`config.mk`:
```
export PLATFORM = sky130hd
export DESIGN_NAME = omx_fabric
export DESIGN_NICKNAME = d
export VERILOG_FILES = /design/src/rtl/omx_pkg.sv /design/src/rtl/omx_bank.sv /design/src/rtl/omx_mode_ctl.sv /design/src/rtl/omx_spread_seq.sv /design/src/rtl/omx_fabric.sv
export SDC_FILE = /design/constraint.sdc
export NUM_CORES = 2
export LEC_CHECK = 0
export BUFFER_PORTS_ARGS = -buffer_cell sky130_fd_sc_hd__buf_2
export CAP_MARGIN = 30
export CORE_ASPECT_RATIO = 1.5
export CORE_UTILIZATION = 35
export DETAILED_ROUTE_END_ITERATION = 8
export SLEW_MARGIN = 20
export SYNTH_ARGS = -nofsm -noshare
export SYNTH_HDL_FRONTEND = slang
export SYNTH_SLANG_ARGS = --single-unit
```
`constraint.sdc`:
```
create_clock -name clk -period 3 [get_ports clk]
set_input_delay 0.3 -clock clk [delete_from_list [all_inputs] [get_ports clk]]
set_output_delay 0.3 -clock clk [all_outputs]
set_load 0.02 [all_outputs]
```
`src/rtl/omx_pkg.sv`:
```
// Shared types for the orthogonal row/column memory fabric.
// Assumes nothing beyond a single global access mode.
package omx_pkg;

    typedef enum logic {
        MODE_ROW = 1'b0,
        MODE_COL = 1'b1
    } omx_mode_e;

endpackage

```
`src/rtl/omx_bank.sv`:
```
// One memory bank of the grid: a small register array with one shared
// address used for both the write and the combinational read.
// Assumes WORDS is a power of two of at least 2.
module omx_bank #(
    parameter int WORDS = 8,
    parameter int DW    = 16,
    localparam int OW   = $clog2(WORDS)
) (
    input  logic          clk,
    input  logic          rst_n,
    input  logic          we,
    input  logic [OW-1:0] addr,
    input  logic [DW-1:0] wdata,
    output logic [DW-1:0] rdata
);

    logic [DW-1:0] mem [WORDS];

    // Storage: clear on reset, otherwise take a write when enabled.
    always_ff @(posedge clk) begin
        if (!rst_n) begin
            for (int w = 0; w < WORDS; w++) begin
                mem[w] <= '0;
            end
        end else if (we) begin
            mem[addr] <= wdata;
        end
    end

    // Read port: current stored word at the shared address.
    assign rdata = mem[addr];

endmodule

```
`src/rtl/omx_mode_ctl.sv`:
```
// Global mode register. A mode change is applied only when nothing is
// in flight: no access request, no spread start and no running spread.
// Assumes the requester holds or repeats mode_chg until it is seen.
module omx_mode_ctl
    import omx_pkg::*;
(
    input  logic      clk,
    input  logic      rst_n,
    input  logic      mode_chg,
    input  logic      mode_sel,
    input  logic      any_vld,
    input  logic      spread_go,
    input  logic      spread_busy,
    output omx_mode_e mode_q
);

    logic apply;

    // Change gate: idle fabric only.
    assign apply = mode_chg && !any_vld && !spread_go && !spread_busy;

    // Mode state: row after reset, loads the request when the gate is open.
    always_ff @(posedge clk) begin
        if (!rst_n) begin
            mode_q <= MODE_ROW;
        end else if (apply) begin
            mode_q <= omx_mode_e'(mode_sel);
        end
    end

    AST_MODE_HOLD_BUSY: assert property (@(posedge clk) disable iff (!rst_n)
        (spread_busy || any_vld || spread_go) |=> $stable(mode_q));

endmodule

```
`src/rtl/omx_spread_seq.sv`:
```
// Spread sequencer: walks the word offset from 0 to WORDS-1, one word
// per cycle, and pulses done in the cycle after the last word.
// Assumes a start is only legal in row mode while idle.
module omx_spread_seq #(
    parameter int WORDS = 8,
    localparam int OW   = $clog2(WORDS)
) (
    input  logic          clk,
    input  logic          rst_n,
    input  logic          go,
    input  logic          row_mode,
    output logic          busy,
    output logic [OW-1:0] cnt,
    output logic          done
);

    localparam logic [OW-1:0] LAST = OW'(WORDS - 1);

    // Sequencer state: start, count words, finish with a done pulse.
    always_ff @(posedge clk) begin
        if (!rst_n) begin
            busy <= 1'b0;
            cnt  <= '0;
            done <= 1'b0;
        end else begin
            done <= busy && (cnt == LAST);
            if (busy) begin
                if (cnt == LAST) begin
                    busy <= 1'b0;
                    cnt  <= '0;
                end else begin
                    cnt <= cnt + 1'b1;
                end
            end else if (go && row_mode) begin
                busy <= 1'b1;
                cnt  <= '0;
            end
        end
    end

    AST_DONE_AFTER_BUSY: assert property (@(posedge clk) disable iff (!rst_n)
        done |-> (!busy && $past(busy)));
    AST_DONE_SINGLE: assert property (@(posedge clk) disable iff (!rst_n)
        done |=> !done);
    AST_START_AT_ZERO: assert property (@(posedge clk) disable iff (!rst_n)
        $rose(busy) |-> (cnt == '0));
    AST_NO_START_COL: assert property (@(posedge clk) disable iff (!rst_n)
        (!busy && go && !row_mode) |=> !busy);

endmodule

```
`src/rtl/omx_fabric.sv`:
```
// Orthogonal memory fabric: NPROC processors, NPROC x NPROC banks,
// exclusive row and column buses, one global mode, and a diagonal
// spread that copies bank (i,i) across row i.
// Assumes NPROC and WORDS are powers of two of at least 2.
module omx_fabric
    import omx_pkg::*;
#(
    parameter int NPROC = 4,
    parameter int WORDS = 8,
    parameter int DW    = 16,
    localparam int IW   = $clog2(NPROC),
    localparam int OW   = $clog2(WORDS),
    localparam int AW   = IW + OW
) (
    input  logic                clk,
    input  logic                rst_n,
    input  logic                mode_chg,
    input  logic                mode_sel,
    input  logic                spread_go,
    output logic                spread_busy,
    output logic                spread_done,
    output logic                mode_now,
    input  logic [NPROC-1:0]    acc_vld,
    input  logic [NPROC-1:0]    acc_kind,
    input  logic [NPROC-1:0]    acc_we,
    input  logic [NPROC*AW-1:0] acc_addr,
    input  logic [NPROC*DW-1:0] acc_wdata,
    output logic [NPROC-1:0]    rd_vld,
    output logic [NPROC*DW-1:0] rd_data,
    output logic [NPROC-1:0]    acc_err
);

    omx_mode_e       mode_q;
    logic [OW-1:0]   spread_cnt;
    logic            any_vld;
    logic [IW-1:0]   p_idx  [NPROC];
    logic [OW-1:0]   p_off  [NPROC];
    logic [DW-1:0]   p_wd   [NPROC];
    logic            p_ok   [NPROC];
    logic [DW-1:0]   bank_rd [NPROC*NPROC];

    assign any_vld  = |acc_vld;
    assign mode_now = logic'(mode_q);

    omx_mode_ctl u_mode (
        .clk         (clk),
        .rst_n       (rst_n),
        .mode_chg    (mode_chg),
        .mode_sel    (mode_sel),
        .any_vld     (any_vld),
        .spread_go   (spread_go),
        .spread_busy (spread_busy),
        .mode_q      (mode_q)
    );

    omx_spread_seq #(.WORDS(WORDS)) u_spread (
        .clk      (clk),
        .rst_n    (rst_n),
        .go       (spread_go),
        .row_mode (mode_q == MODE_ROW),
        .busy     (spread_busy),
        .cnt      (spread_cnt),
        .done     (spread_done)
    );

    // Processor ports: split the address, qualify the access, register results.
    for (genvar p = 0; p < NPROC; p++) begin : g_port
        logic [DW-1:0] p_rd;
        logic          rvld_r;
        logic          err_r;
        logic [DW-1:0] rd_r;

        assign p_idx[p] = acc_addr[p*AW+OW +: IW];
        assign p_off[p] = acc_addr[p*AW +: OW];
        assign p_wd[p]  = acc_wdata[p*DW +: DW];
        assign p_ok[p]  = acc_vld[p] && !spread_busy
                          && (acc_kind[p] == logic'(mode_q));

        // Bus read select: own row in row mode, own column in column mode.
        always_comb begin
            if (mode_q == MODE_ROW) begin
                p_rd = bank_rd[p*NPROC + int'(p_idx[p])];
            end else begin
                p_rd = bank_rd[int'(p_idx[p])*NPROC + p];
            end
        end

        // Result registers: read data, valid and reject flag one cycle later.
        always_ff @(posedge clk) begin
            if (!rst_n) begin
                rvld_r <= 1'b0;
                err_r  <= 1'b0;
                rd_r   <= '0;
            end else begin
                rvld_r <= p_ok[p] && !acc_we[p];
                err_r  <= acc_vld[p] && !p_ok[p];
                if (p_ok[p] && !acc_we[p]) begin
                    rd_r <= p_rd;
                end
            end
        end

        assign rd_vld[p]            = rvld_r;
        assign acc_err[p]           = err_r;
        assign rd_data[p*DW +: DW]  = rd_r;

        AST_ERR_NOT_RVLD: assert property (@(posedge clk) disable iff (!rst_n)
            !(acc_err[p] && rd_vld[p]));
        AST_KIND_REJECT: assert property (@(posedge clk) disable iff (!rst_n)
            (acc_vld[p] && (acc_kind[p] != mode_now)) |=> acc_err[p]);
        AST_BUSY_REJECT: assert property (@(posedge clk) disable iff (!rst_n)
            (spread_busy && acc_vld[p]) |=> (acc_err[p] && !rd_vld[p]));
    end

    // Bank grid: bank (i,j) hangs on row bus i and column bus j.
    for (genvar i = 0; i < NPROC; i++) begin : g_row
        for (genvar j = 0; j < NPROC; j++) begin : g_col
            logic          row_hit;
            logic          col_hit;
            logic          bwe;
            logic [OW-1:0] baddr;
            logic [DW-1:0] bwd;

            assign row_hit = (mode_q == MODE_ROW) && p_ok[i] && (p_idx[i] == IW'(j));
            assign col_hit = (mode_q == MODE_COL) && p_ok[j] && (p_idx[j] == IW'(i));

            // Bank port steering: spread copy wins, else the owning bus.
            always_comb begin
                if (spread_busy) begin
                    bwe   = (i != j);
                    baddr = spread_cnt;
                    bwd   = bank_rd[i*NPROC + i];
                end else if (mode_q == MODE_ROW) begin
                    bwe   = row_hit && acc_we[i];
                    baddr = p_off[i];
                    bwd   = p_wd[i];
                end else begin
                    bwe   = col_hit && acc_we[j];
                    baddr = p_off[j];
                    bwd   = p_wd[j];
                end
            end

            omx_bank #(.WORDS(WORDS), .DW(DW)) u_bank (
                .clk   (clk),
                .rst_n (rst_n),
                .we    (bwe),
                .addr  (baddr),
                .wdata (bwd),
                .rdata (bank_rd[i*NPROC + j])
            );
        end
    end

endmodule

```
* Word-level counts from Yosys, hierarchy flattened
Memory sizes are Yosys's and may differ from the RTL's.
Index checks and enable logic that the tools add are counted.
** Word-level totals
- Register bits :: 78
- Bits in writable memories :: 2048
- Input bits :: 101
- Memories :: 16
** Operators by class
- $add $sub $neg :: 7
- $lt $le $gt $ge :: 8
- Equality and inequality tests :: 17
- Muxes and demuxes :: 219
- Bitwise logic cells :: 9
- Reductions and logical operators :: 126
** Memory list
- g_row[0].g_col[0].u_bank.mem :: depth 8, width 16, rd ports 1, clocked after memory_dff 0, write ports 8, RTL line omx_bank.sv:17 : logic [DW-1:0] mem [WORDS];
- g_row[0].g_col[1].u_bank.mem :: depth 8, width 16, rd ports 1, clocked after memory_dff 0, write ports 8, RTL line omx_bank.sv:17
- g_row[0].g_col[2].u_bank.mem :: depth 8, width 16, rd ports 1, clocked after memory_dff 0, write ports 8, RTL line omx_bank.sv:17
- g_row[0].g_col[3].u_bank.mem :: depth 8, width 16, rd ports 1, clocked after memory_dff 0, write ports 8, RTL line omx_bank.sv:17
- g_row[1].g_col[0].u_bank.mem :: depth 8, width 16, rd ports 1, clocked after memory_dff 0, write ports 8, RTL line omx_bank.sv:17
- g_row[1].g_col[1].u_bank.mem :: depth 8, width 16, rd ports 1, clocked after memory_dff 0, write ports 8, RTL line omx_bank.sv:17
- +10 memories
** Operators by type and width (count)
- $mux 16 :: 64
- $bmux 16 s4 :: 8
- $ge 32x5->1 const B :: 8
- $reduce_or 16->1 :: 16
- $not 5->32 :: 5
- $mux 3 :: 47
- $mux 1 :: 100
- $logic_and 1x1->1 :: 93
- $not 4->32 :: 2
- $not 2->32 :: 1
- $eq 2x2->1 const B :: 8
- $logic_not 1->1 :: 11
- $add 4x2->5 const A :: 2
- $add 4x2->5 const B :: 2
- $eq 2x1->1 const B :: 4
- $logic_not 2->1 :: 4
- $add 4x1->5 const B :: 1
- $add 3x2->4 const A :: 1
- $eq 1x1->1 :: 4
- $reduce_or 4->1 :: 1
- $add 3x1->3 const B :: 1
- $eq 3x3->1 const B :: 1
- $reduce_bool 2->1 :: 1
- $not 1->1 :: 1

* Longest topological paths before layout
- Depth in word-level cells :: 13
- Depth in mapped cells :: 12
- Gate-level depth less buffers :: 7

* Hierarchy
A second synthesis with hierarchy kept.
** Second synthesis, totals
- Cells, all modules :: 6996
- Area total of the unflattened synthesis :: 104556.5 µm²
** Modules (own cells, without submodules)
- omx_bank :: times used 16, cells each 351, area an instance 5878.1 µm²
- omx_fabric :: times used 1, cells each 1354, area an instance 10226.1 µm²
- omx_spread_seq :: times used 1, cells each 21, area an instance 219.0 µm²
- omx_mode_ctl :: times used 1, cells each 5, area an instance 61.3 µm²

* Least setup slack after synthesis
Ideal clock, no wire load.
- Path type :: flip-flop to flip-flop
- From :: reg u_spread.busy
- To :: mem g_row[1].g_col[1].u_bank.mem[2][0] (enable)
- Library setup time :: 0.372 ns
- Arrival :: 2.730 ns
- Data required time :: 2.628 ns
- Path slack :: -0.102 ns
- Stages on the path, launching flop included :: 11
- Path buffers :: 7
- Clock period less this slack :: 3.102 ns
- Cell sequence :: dfxtp_1 -> buf_4 -> buf_6 -> mux2_2 -> clkbuf_1 -> buf_4 -> buf_2 -> or3_1 -> clkbuf_1 -> clkbuf_1 -> nand2_1
** RTL lines
- start: declaration :: RTL line omx_spread_seq.sv:12 : output logic busy,
- start signal: assignment :: RTL line omx_spread_seq.sv:22 : busy <= 1'b0;
- start signal: assignment :: RTL line omx_spread_seq.sv:29 : busy <= 1'b0;
- start signal: assignment :: RTL line omx_spread_seq.sv:35 : busy <= 1'b1;
- end: declaration :: RTL line omx_bank.sv:17

* Final worst setup path
- From :: reg u_mode.mode_q
- To :: reg g_port[0].rd_r[3]
** On the way
- Word-level cells in the longest chain between the ends :: 7
** Ends and longest elaborated chain
- start: declaration :: RTL line omx_mode_ctl.sv:14 : output omx_mode_e mode_q
- start signal: assignment :: RTL line omx_mode_ctl.sv:27 : mode_q <= omx_mode_e'(mode_sel);
- $mux 3 :: RTL line omx_fabric.sv:133 : end else if (mode_q == MODE_ROW) begin
- $mux 3 :: RTL line omx_fabric.sv:129 : if (spread_busy) begin
- $mem_v2 8x16
- $bmux 16 s4 (on tied branches) :: RTL line omx_fabric.sv:82, omx_fabric.sv:84
- $mux 16 (on tied branches) (2 in series) :: RTL line omx_fabric.sv:82, omx_fabric.sv:84
- $mux 16 :: RTL line omx_fabric.sv:81 : if (mode_q == MODE_ROW) begin
- end signal: assignment :: RTL line omx_fabric.sv:98 : rd_r <= p_rd;
- end: declaration :: RTL line omx_fabric.sv:71 : logic [DW-1:0] rd_r;
Parallel ways exist; a longest one is shown, timed or not. The select of a mux whose other input is x is not followed.
A chain may end at the register's enable or synchronous reset.

==> impl_metrics.env <==
export IMPL_drive_gt1_frac=0.3085
export IMPL_p_per_area_nw_per_um2=593.9
export IMPL_finalSetupViolCount=552
export IMPL_min_period_ps=3251
export IMPL_critPathSlowestCell="a2111o_1"
export IMPL_ys_async_sr_fraction=0
export IMPL_cts_path_max_buffers=4
export IMPL_outcome="complete, but fails checks"
export IMPL_routed_wl_um=438400
export IMPL_drt_pass1_iter_count=6
export IMPL_clkPwrFrac=0.342
export IMPL_synth_cell_types=69
export IMPL_place_gp_congestion=1.067
export IMPL_cp_max_fo=8
export IMPL_grt_max_degree=54
export IMPL_place_area_um2=116200
export IMPL_holdWs_ps=11.95
export IMPL_grt_usage=0.2992
export IMPL_end_kind="flop"
export IMPL_critical_path_class="flop to flop"
export IMPL_yosysSeqAreaShare=0.6461
export IMPL_vias_per_cell=5.794
export IMPL_yosysWarningCount=0
export IMPL_postLayoutSetupSlackWorst_ps=-250.9
export IMPL_worst_pin_slew_ps=1099
export IMPL_antenna_found_initial=60
export IMPL_synth_edf_count=2048
export IMPL_cp_data_arrival_time_ps=4100
export IMPL_ir_worst_vdd_v=0.0005340
export IMPL_use_met2=0.4782
export IMPL_cp_required_ps=3850
export IMPL_drt_iter0_markers=8917
export IMPL_synth_seq_cells=2126
export IMPL_finalCritPeriodShare=1.084
export IMPL_grt_util_met1=0.3282
export IMPL_mostFrequentLayoutCells="nor2_1, edfxtp_1, buf_4"
export IMPL_nets=9734
export IMPL_num_io_pins=176
export IMPL_wire_per_inst_um=32.41
export IMPL_swShare=0.2860
export IMPL_skew_ps=92.70
export IMPL_violations="setup timing"
export IMPL_first_global_vias=76000
export IMPL_top_usage_layer="met2"
export IMPL_internal_power_uw=55740
export IMPL_syn2layout_area_growth_pct=34.67
export IMPL_rsz0062_at_grt="true"
export IMPL_mostFrequentLayoutCell="nor2_1"
export IMPL_clkTransAtPathRegs_ps=70
export IMPL_cpPeakStageDelay_ps=490
export IMPL_core_um2=277600
export IMPL_grt_overflow_total=0
export IMPL_portBuffers=175
export IMPL_dpl_hpwl_um=324000
export IMPL_synth_fp_nets=8292
export IMPL_pwr_share_seq=0.439
export IMPL_power_leakage_uw=0.05042
export IMPL_hold_class="input pin to flop"
export IMPL_initial_utilization=0.3517
export IMPL_cts_sinks=2126
export IMPL_clk_latency_ps=920
export IMPL_maxCapViolations=0
export IMPL_drv_slew=0
export IMPL_root_buffer="clkbuf_16"
export IMPL_synth_top_flop_cell="edfxtp_1"
export IMPL_max_freq_mhz=307.6
export IMPL_vias=78390
export IMPL_hold_viol=0
export IMPL_drc=0
export IMPL_h_tree_depth=4
export IMPL_relSlewSlack=0.2655
export IMPL_chipWidth_um=433.2
export IMPL_grt_pass1_wl_um=584300
export IMPL_ant_nets=0
export IMPL_dp_slack_ps=-758.6
export IMPL_combPwrFrac=0.219
export IMPL_p_switching_uw=22330
export IMPL_chipHeight_um=648.8
export IMPL_cts_made_buffers=207
export IMPL_syn_inst=8189
export IMPL_avgSynthCellArea_um2=11.92
export IMPL_cts_tree="done"
export IMPL_die_area_um2=281000
export IMPL_cp_start_kind="flop"
export IMPL_synth_area_um2=97610
export IMPL_num_rows=237
export IMPL_cp_cell_sequence="buf_8 -> buf_16 -> a21oi_4 -> a21oi_4 -> buf_12 -> clkbuf_16 -> buf_8 -> buf_4 -> mux2i_4 -> a221oi_4 -> buf_4 -> nor3_1 -> a2111o_1 -> a31oi_1"
export IMPL_design_area_um2=131500
export IMPL_gr_usage_met3=0.06952
[worst paths after layout]
check | startpoint | to | slack [ps] | depth (start not counted)
worst max-delay path | u_mode.mode_q | g_port[0].rd_r[3] | -250 | 14
worst min-delay path | acc_wdata[10] | g_row[0].g_col[0].u_bank.mem[3][10] | 10 | 3
worst max register to register | u_mode.mode_q | g_port[0].rd_r[3] | -250 | 14
worst min register to register | g_port[0].rd_r[3] | g_port[0].rd_r[3] | 560 | 2
[power by group through the flow]
stage	registers (uW)	logic (uW)	clock network [uW]
CTS	34200	15400	26900
detailed placement	34900	14400	0
global route	34400	17300	27900
global placement	34800	14400	0
floorplan	34700	5650	0
finish	34300	17100	26700
[layout make-up]
| type | count | area [um2] |
|---|---|---|
| multi-input combinational | 5444 | 36590 |
| inverter | 12 | 50.05 |
| timing repair buffer | 1840 | 20350 |
| sequential | 2126 | 63070 |
| clock inverter | 125 | 1323 |
| antenna | 33 | 82.58 |
| fill | 24700 | 146100 |
| tap | 3704 | 4634 |
| clock buffer | 244 | 5361 |
[cells in the mapped netlist, drive strengths merged (64+ instances only)]
cell | n | share of area
nor2 | 2176 | 0.084
edfxtp | 2048 | 0.63
nand2 | 659 | 0.025
mux2i | 589 | 0.060
clkbuf | 349 | 0.013
a21oi | 266 | 0.014
buf | 260 | 0.015
a21o | 203 | 0.016
o22ai | 183 | 0.012
a221oi | 175 | 0.016
o21ai | 144 | 0.0077
nor3 | 137 | 0.0070
mux2 | 113 | 0.013
nand3 | 106 | 0.0054
a32o | 97 | 0.0099
dfxtp | 78 | 0.016
or3 | 76 | 0.0049
a31oi | 73 | 0.0051
o21bai | 64 | 0.0055
[layer usage]
metal,share of wire,vias up
met5,0.00078,-
met4,0.11,28
met3,0.091,1392
met2,0.47,4531
met1,0.33,39180
li1,-,33260
[registers in the layout, summed over array words and instances, names as in the netlist]
register,count
g_port.err_r,4
g_port.rd_r,64
g_port.rvld_r,4
g_row.g_col.u_bank.mem,2048
u_mode.mode_q,1
u_spread.busy,1
u_spread.cnt,3
u_spread.done,1
[cell families (layout without fill, tap and decap cells)]
kind of cell,after synthesis,after routing,share of synthesized area
simple gates,3250,3250,0.1337
flops,2126,2126,0.6461
compound gates,1444,1445,0.1080
mux,742,743,0.08267
buf+inv,621,2221,0.02897
xor+xnor,4,4,0.0003589
fa+ha+maj,2,2,0.0002563
other cells,0,33,0
[what timing repair did]
action / in CTS / in global routing
cloned: 16 / 39
endpoints found under the setup margin: 2901 / 3101
hold buffers: 39 / 4
buffers inserted: 61 / 100
pin swaps: 69 / 217
endpoints found under the hold margin: 181 / 8
gates resized for setup: 396 / 719
[worst max-delay path: cells and delay by family (launching register included)]
kind | cells | cell delay [ps]
AO/OA/AOI/OAI | 5 | 1450
flip-flops | 1 | 370
multiplexers | 1 | 180
buffers and inverters | 7 | 1090
AND/OR/NAND/NOR | 1 | 50
[stage by stage]
stage,cells,utilization,total power [uW],TNS (ps)
after global placement,12890,0.4185,49150,-334970
after global routing,13500,0.4734,79590,-15480
final,13530,0.4736,78070,-25740
after floorplan,8189,-,40390,0
after CTS,13370,0.4548,76550,-48060
after detailed placement,12890,0.4186,49310,-340070
Power figures use the tool's default switching activity.
